$ cat config.mk
export PLATFORM = sky130hd
export DESIGN_NAME = biquad_seq
export DESIGN_NICKNAME = d
export VERILOG_FILES = /design/src/rtl/biquad_seq_pkg.sv /design/src/rtl/biquad_regfile.sv /design/src/rtl/biquad_mac.sv /design/src/rtl/biquad_scale.sv /design/src/rtl/biquad_seq.sv
export SDC_FILE = /design/constraint.sdc
export NUM_CORES = 2
export LEC_CHECK = 0
export BUFFER_PORTS_ARGS = -buffer_cell sky130_fd_sc_hd__buf_2
export CORE_MARGIN = 2
export CORE_UTILIZATION = 45
export CTS_CLUSTER_DIAMETER = 200
export DETAILED_ROUTE_END_ITERATION = 16
export GPL_TIMING_DRIVEN = 0
export PLACE_DENSITY_LB_ADDON = 0.3
export SYNTH_ARGS = -nofsm -noshare
export SYNTH_HDL_FRONTEND = slang
export SYNTH_SLANG_ARGS = --single-unit
$ cat constraint.sdc
create_clock -name clk -period 17.13 [get_ports clk]
set_input_delay 0.8565 -clock clk [delete_from_list [all_inputs] [get_ports clk]]
set_output_delay 0.8565 -clock clk [all_outputs]
set_load 0.05 [all_outputs]
$ cat src/rtl/biquad_seq_pkg.sv
package biquad_seq_pkg;
    typedef enum logic [1:0] {
        ST_IDLE = 2'd0,
        ST_PRE  = 2'd1,
        ST_SEC  = 2'd2,
        ST_POST = 2'd3
    } seq_state_e;

    localparam int TAPS     = 5;
    localparam int SEC_CYC  = 7;
    localparam int PRE_CYC  = 2;
    localparam int POST_CYC = 4;
    localparam int STEPW    = 3;
endpackage

$ cat src/rtl/biquad_regfile.sv
module biquad_regfile #(
    parameter int W  = 16,
    parameter int N  = 8,
    parameter int AW = 3
) (
    input  logic          clk,
    input  logic          rst_n,
    input  logic          clr,
    input  logic          we,
    input  logic [AW-1:0] waddr,
    input  logic [W-1:0]  wdata,
    input  logic [AW-1:0] raddr,
    output logic [W-1:0]  rdata
);
    logic [N-1:0][W-1:0] mem_d, mem_q;

    for (genvar i = 0; i < N; i++) begin : g_word
        always_comb begin
            if (clr)
                mem_d[i] = '0;
            else if (we && (waddr == AW'(i)))
                mem_d[i] = wdata;
            else
                mem_d[i] = mem_q[i];
        end
    end

    always_comb begin
        rdata = '0;
        for (int i = 0; i < N; i++) begin
            if (raddr == AW'(i))
                rdata = mem_q[i];
        end
    end

    always_ff @(posedge clk or negedge rst_n) begin
        if (!rst_n)
            mem_q <= '0;
        else
            mem_q <= mem_d;
    end
endmodule

$ cat src/rtl/biquad_mac.sv
module biquad_mac #(
    parameter int DW   = 16,
    parameter int ACCW = 36
) (
    input  logic signed [ACCW-1:0] acc_in,
    input  logic                   clear_acc,
    input  logic                   add_round,
    input  logic signed [DW-1:0]   opd,
    input  logic signed [DW-1:0]   coef,
    output logic signed [ACCW-1:0] acc_out
);
    localparam logic signed [ACCW-1:0] HALF =
        {{(ACCW-DW+1){1'b0}}, 1'b1, {(DW-2){1'b0}}};

    logic signed [2*DW-1:0] prod;
    logic signed [ACCW-1:0] prod_ext;
    logic signed [ACCW-1:0] base;

    always_comb begin
        prod     = opd * coef;
        prod_ext = $signed({{(ACCW-2*DW){prod[2*DW-1]}}, prod});
        base     = clear_acc ? '0 : acc_in;
        acc_out  = base + (add_round ? HALF : prod_ext);
    end
endmodule

$ cat src/rtl/biquad_scale.sv
module biquad_scale #(
    parameter int DW   = 16,
    parameter int ACCW = 36,
    parameter int SHW  = 4
) (
    input  logic signed [ACCW-1:0] acc,
    input  logic [SHW-1:0]         sh,
    output logic signed [DW-1:0]   y
);
    localparam int WW = ACCW + (1 << SHW);
    localparam logic signed [WW-1:0] MAXV = $signed({{(WW-DW+1){1'b0}}, {(DW-1){1'b1}}});
    localparam logic signed [WW-1:0] MINV = $signed({{(WW-DW+1){1'b1}}, {(DW-1){1'b0}}});

    logic signed [WW-1:0] hi_ext;
    logic signed [WW-1:0] shifted;

    always_comb begin
        hi_ext  = $signed({{(1 << SHW){acc[ACCW-1]}}, acc}) >>> (DW-1);
        shifted = hi_ext <<< sh;
        if (shifted > MAXV)
            y = MAXV[DW-1:0];
        else if (shifted < MINV)
            y = MINV[DW-1:0];
        else
            y = shifted[DW-1:0];
    end
endmodule

$ cat src/rtl/biquad_seq.sv
module biquad_seq
    import biquad_seq_pkg::*;
#(
    parameter int NSEC = 3,
    parameter int DW   = 16,
    parameter int SHW  = 4,
    localparam int NCOEF = TAPS * NSEC,
    localparam int CAW   = $clog2(NCOEF),
    localparam int SAW   = (NSEC > 1) ? $clog2(NSEC) : 1
) (
    input  logic                 clk,
    input  logic                 rst_n,
    input  logic                 clr,
    input  logic                 start,
    input  logic signed [DW-1:0] din,
    input  logic                 coef_we,
    input  logic [CAW-1:0]       coef_addr,
    input  logic [DW-1:0]        coef_data,
    input  logic                 shift_we,
    input  logic [SAW-1:0]       shift_addr,
    input  logic [SHW-1:0]       shift_data,
    output logic                 busy,
    output logic                 done,
    output logic signed [DW-1:0] dout
);
    localparam int DEPTH = 2 * NSEC + 2;
    localparam int DAW   = $clog2(DEPTH);
    localparam int ACCW  = 2 * DW + 4;

    typedef struct packed {
        seq_state_e             st;
        logic [STEPW-1:0]       step;
        logic [SAW-1:0]         sec;
        logic                   ph;
        logic signed [DW-1:0]   xcur;
        logic signed [ACCW-1:0] acc;
        logic signed [DW-1:0]   y;
    } core_t;

    core_t d, q;

    logic [CAW-1:0]         coef_raddr;
    logic [DW-1:0]          coef_rdata;
    logic [SHW-1:0]         shift_rdata;
    logic [DAW-1:0]         dly_raddr, dly_waddr;
    logic [DW-1:0]          dly_rdata, dly_wdata;
    logic                   dly_we;
    logic                   mac_clear, mac_round;
    logic signed [DW-1:0]   opd;
    logic signed [ACCW-1:0] mac_acc;
    logic signed [DW-1:0]   scaled;

    // word of signal p that holds the older (odd=0) or newer (odd=1) sample
    function automatic logic [DAW-1:0] slot(input int p, input logic ph, input logic newer);
        return DAW'(2 * p + ((ph ^ newer) ? 1 : 0));
    endfunction

    biquad_regfile #(.W(DW), .N(NCOEF), .AW(CAW)) u_coef (
        .clk(clk), .rst_n(rst_n), .clr(1'b0),
        .we(coef_we), .waddr(coef_addr), .wdata(coef_data),
        .raddr(coef_raddr), .rdata(coef_rdata)
    );

    biquad_regfile #(.W(SHW), .N(NSEC), .AW(SAW)) u_shift (
        .clk(clk), .rst_n(rst_n), .clr(1'b0),
        .we(shift_we), .waddr(shift_addr), .wdata(shift_data),
        .raddr(q.sec), .rdata(shift_rdata)
    );

    biquad_regfile #(.W(DW), .N(DEPTH), .AW(DAW)) u_hist (
        .clk(clk), .rst_n(rst_n), .clr(clr),
        .we(dly_we), .waddr(dly_waddr), .wdata(dly_wdata),
        .raddr(dly_raddr), .rdata(dly_rdata)
    );

    biquad_mac #(.DW(DW), .ACCW(ACCW)) u_mac (
        .acc_in(q.acc), .clear_acc(mac_clear), .add_round(mac_round),
        .opd(opd), .coef($signed(coef_rdata)), .acc_out(mac_acc)
    );

    biquad_scale #(.DW(DW), .ACCW(ACCW), .SHW(SHW)) u_scale (
        .acc(q.acc), .sh(shift_rdata), .y(scaled)
    );

    always_comb begin
        d = q;
        coef_raddr = CAW'(TAPS * int'(q.sec) + int'(q.step));
        case (q.step)
            3'd0:    dly_raddr = slot(int'(q.sec), q.ph, 1'b0);
            3'd1:    dly_raddr = slot(int'(q.sec), q.ph, 1'b1);
            3'd3:    dly_raddr = slot(int'(q.sec) + 1, q.ph, 1'b0);
            3'd4:    dly_raddr = slot(int'(q.sec) + 1, q.ph, 1'b1);
            default: dly_raddr = slot(int'(q.sec), q.ph, 1'b0);
        endcase
        opd       = (q.step == 3'd2) ? q.xcur : $signed(dly_rdata);
        mac_clear = (q.step == 3'd0);
        mac_round = (q.step == 3'd5);
        dly_we    = 1'b0;
        dly_waddr = slot(int'(q.sec), q.ph, 1'b0);
        dly_wdata = q.xcur;

        case (q.st)
            ST_IDLE: begin
                if (start) begin
                    d.xcur = din;
                    d.st   = ST_PRE;
                    d.step = '0;
                end
            end
            ST_PRE: begin
                if (q.step == STEPW'(PRE_CYC - 1)) begin
                    d.st   = ST_SEC;
                    d.step = '0;
                    d.sec  = '0;
                end else begin
                    d.step = q.step + 1'b1;
                end
            end
            ST_SEC: begin
                if (q.step != STEPW'(SEC_CYC - 1)) begin
                    d.acc  = mac_acc;
                    d.step = q.step + 1'b1;
                end else begin
                    dly_we = 1'b1;
                    d.xcur = scaled;
                    d.step = '0;
                    if (q.sec == SAW'(NSEC - 1))
                        d.st = ST_POST;
                    else
                        d.sec = q.sec + 1'b1;
                end
            end
            ST_POST: begin
                if (q.step == 3'd0) begin
                    dly_we    = 1'b1;
                    dly_waddr = slot(NSEC, q.ph, 1'b0);
                    d.y       = q.xcur;
                end
                if (q.step == 3'd1)
                    d.ph = ~q.ph;
                if (q.step == STEPW'(POST_CYC - 1)) begin
                    d.st   = ST_IDLE;
                    d.step = '0;
                end else begin
                    d.step = q.step + 1'b1;
                end
            end
            default: d.st = ST_IDLE;
        endcase

        if (clr) begin
            d.st   = ST_IDLE;
            d.step = '0;
            d.sec  = '0;
            d.ph   = 1'b0;
            dly_we = 1'b0;
        end
    end

    always_ff @(posedge clk or negedge rst_n) begin
        if (!rst_n)
            q <= '0;
        else
            q <= d;
    end

    assign busy = (q.st != ST_IDLE);
    assign done = (q.st == ST_POST) && (q.step == STEPW'(POST_CYC - 1));
    assign dout = q.y;
endmodule

==> flow_summary.toml <==
[floorplanning]
core_um2 = 77080
die_w_um = 282.3
num_rows = 102
dieArea_um2 = 79720
die_h_um = 282.3
num_io_pins = 66
start_util_pct = 45.23

[clock_tree]
clock-root-buffer = "clkbuf_16"
postCtsHoldBufs = 0
postCtsSetupRepairBufs = 0
cts_buffer_depth = 3
clk_pin_slew_ps = 60
clock_latency_ps = 630
cts_resized = 0
cts_sinks = 456
cts_inserted_buffers = 51
cts.htree.levels = 2
cts_tree = "yes"

[placed_design]
gp_congestion = 0.9662
dpl_cell_area_um2 = 36690
port_buffers = 64
dp_hpwl_um = 80580

[route]
routed-via-count = 27920
dr.pass1.iters = 5
via_per_inst = 5.750
drc_errors = 0
drt-initial-drc-count = 2651
detail-route-antenna-nets = 0
wl_per_cell_um = 22.00
wl_um = 106800

[synth]
synth_most_common_cell = "nand2_1"
synth_xor_area_share_pct = 1.561
ys_seq_area_share_pct = 32.73
synth_enable_flop_cells = 0
syn-num-nets = 4090
synth_ff_type = "dfrtp_1"
async_flop_share_pct = 100.0
ys_ff_latch = 456
yosysUniqueCellTypes = 79
yosys-top-cells-area = "dfrtp_1 33%, fa_1 15%, mux2_2 8.9%"
synth_area_per_cell_um2 = 9.562
synth_top_area_share_pct = 32.73
yosys_warnings = 0
synth-compound-area-share_pct = 11.21
yosys.area_share.simple_pct = 14.11
synth_commonest_cells = "461 x nand2_1, 456 x dfrtp_1, 366 x inv_1"
synthAdderAreaFrac_pct = 19.95
synth_top_area_cell = "dfrtp_1"
synth_top_family_by_area = "adder cells"
synth.cell_area_um2 = 34860
syn-instance-count = 3646
synthMuxAreaShare_pct = 13.72

[worst_setup_path]
crit_arrival_ps = 14810
cp-start-kind = "flip-flop"
slowest_stage = "mux2i_1"
r2r_cells = 43
end_kind = "flip-flop"
critical_path_class = "flip-flop to flip-flop"
crit_fanout = 10
cp_common_cell = "fa_1"
crit_required_ps = 17610
slowest_delay_ps = 1110

[timing]
fin_worst_skew_ps = 31.52
fin_crit_ps = 14330
holdWs_ps = 125.1
finalHoldViolations = 0
finalCritPeriodShare_pct = 83.64
slew_headroom_pct = 2.072
worstMarginPinSlew_ps = 1454
setup_viol = 0
tns_ps = 0
grt_setup_unrepaired = "no"
slew_violations = 0
max_freq_mhz = 69.80

[layout]
fin_nets = 4218
n_antenna_cell = 0
area_delta_synth_final_pct = 10.57
finalInstanceArea_um2 = 38550
layout-drive-gt1-share_pct = 13.73

[global_route]
gr-total-overflow = 0
grt_max_degree = 116
antenna_found_initial = 2
grt_pass1_vias = 28260
grt_pass1_wl_um = 166800
track_usage_pct = 27.38

[status]
run_status = "finished, final reports clean"

[worst_hold_path]
hold_path_class = "input port to asynchronous set/reset pin"

[power]
ir_drop_v = 0.0001285
power.density_nw_per_um2 = 197.7
power_leakage_nw = 17.61

[flow_run]
drv_cap = 0
[through the flow]
step | power [W] | util (%) | setup WS [ps] | std cells
2_1_floorplan | 0.004844 | - | 6081 | 3646
3_5_place_dp | 0.006335 | 47.59 | 3190 | 4761
5_1_grt | 0.008202 | 50.01 | 2143 | 4856
3_3_place_gp | 0.006285 | 47.33 | 2295 | 4750
4_1_cts | 0.007559 | 49.99 | 3166 | 4856
6_report | 0.007621 | 50.01 | 2802 | 4856
[sequential cells by signal (all words and copies together), names as in the netlist]
name,cells
u_hist.mem_q,128
u_coef.mem_q,240
dout,16
u_shift.mem_q,12
dly_wdata,16
q,44
[cell usage in the layout, fill, tap and decap left out, types with 13 or more instances in the layout]
master     synthesis  layout
clkbuf_16          0      51
nor2_1           318     318
buf_2             15      82
a21oi_1          194     194
o21bai_1          13      13
o211ai_1          13      13
xor2_1            23      23
o21ai_0          103     103
mux2i_1          127     127
and3_1            16      16
buf_1             22      22
nor3_1            55      52
o21a_1            15      15
dfrtp_1          456     456
nand2_1          461     461
nor2b_1           68      68
mux2_2           276     276
nand4_1           15      15
nand2b_1          32      32
a221oi_1          13      13
ha_1             131     131
a211oi_1          38      38
a31oi_1           38      38
mux4_2            18      18
buf_4             16      16
clkinv_2           0      13
xnor2_1           34      34
a21o_1            30      30
a22oi_1           22      22
clkbuf_1         178     184
and2_1            26      26
nand3_1           72      72
inv_1            366     366
fa_1             265     265
[worst max-delay path, delay by kind of cell (launching register included)]
kind / cells / cell delay, ps
buf+inv: 8 / 1980
flops: 1 / 420
compound gates: 15 / 3450
xor+xnor: 2 / 480
mux: 2 / 2200
simple gates: 6 / 1100
fa+ha+maj: 10 / 4530
[where the power goes]
part           switching (W)  internal, W
Combinational        0.00327      0.00172
Sequential          0.000135      0.00129
Clock               0.000485     0.000720
[per-layer routing]
metal	global-route usage (%)	vias up	routed length [um]
met2	43.11	1169	48230
met4	9.659	4	4208
met1	37.32	13990	45180
met5	0	-	27
met3	5.980	269	9193
li1	-	12490	-
[kinds of logic after synthesis]
logic type,after synthesis
flops,456
xor+xnor,59
simple gates,1115
fa+ha+maj,397
buf+inv,599
mux,421
compound gates,599
[worst paths after layout]
kind | startpoint | end | slack (ps)
worst max-delay path | q[72] | q[48] | 2800
worst min-delay path | rst_n | q[21] | 130
worst max register to register | q[72] | q[48] | 2800
worst min register to register | q[28] | q[28] | 480
max in group asynchronous | rst_n | u_hist.mem_q[114] | 15010
min in group clk | q[28] | q[28] | 480
[area by class of cell]
cell class / count / area (um^2)
Clock buffer: 68 / 1450
Clock inverter: 27 / 400.4
Buffer: 233 / 968.4
Inverter: 366 / 1374
Fill cell: 7251 / 38540
Multi-Input combinational cell: 2591 / 21130
Sequential cell: 456 / 11410
Timing Repair Buffer: 75 / 510.5
Tap cell: 1040 / 1301
Power figures use the tool's default switching activity.
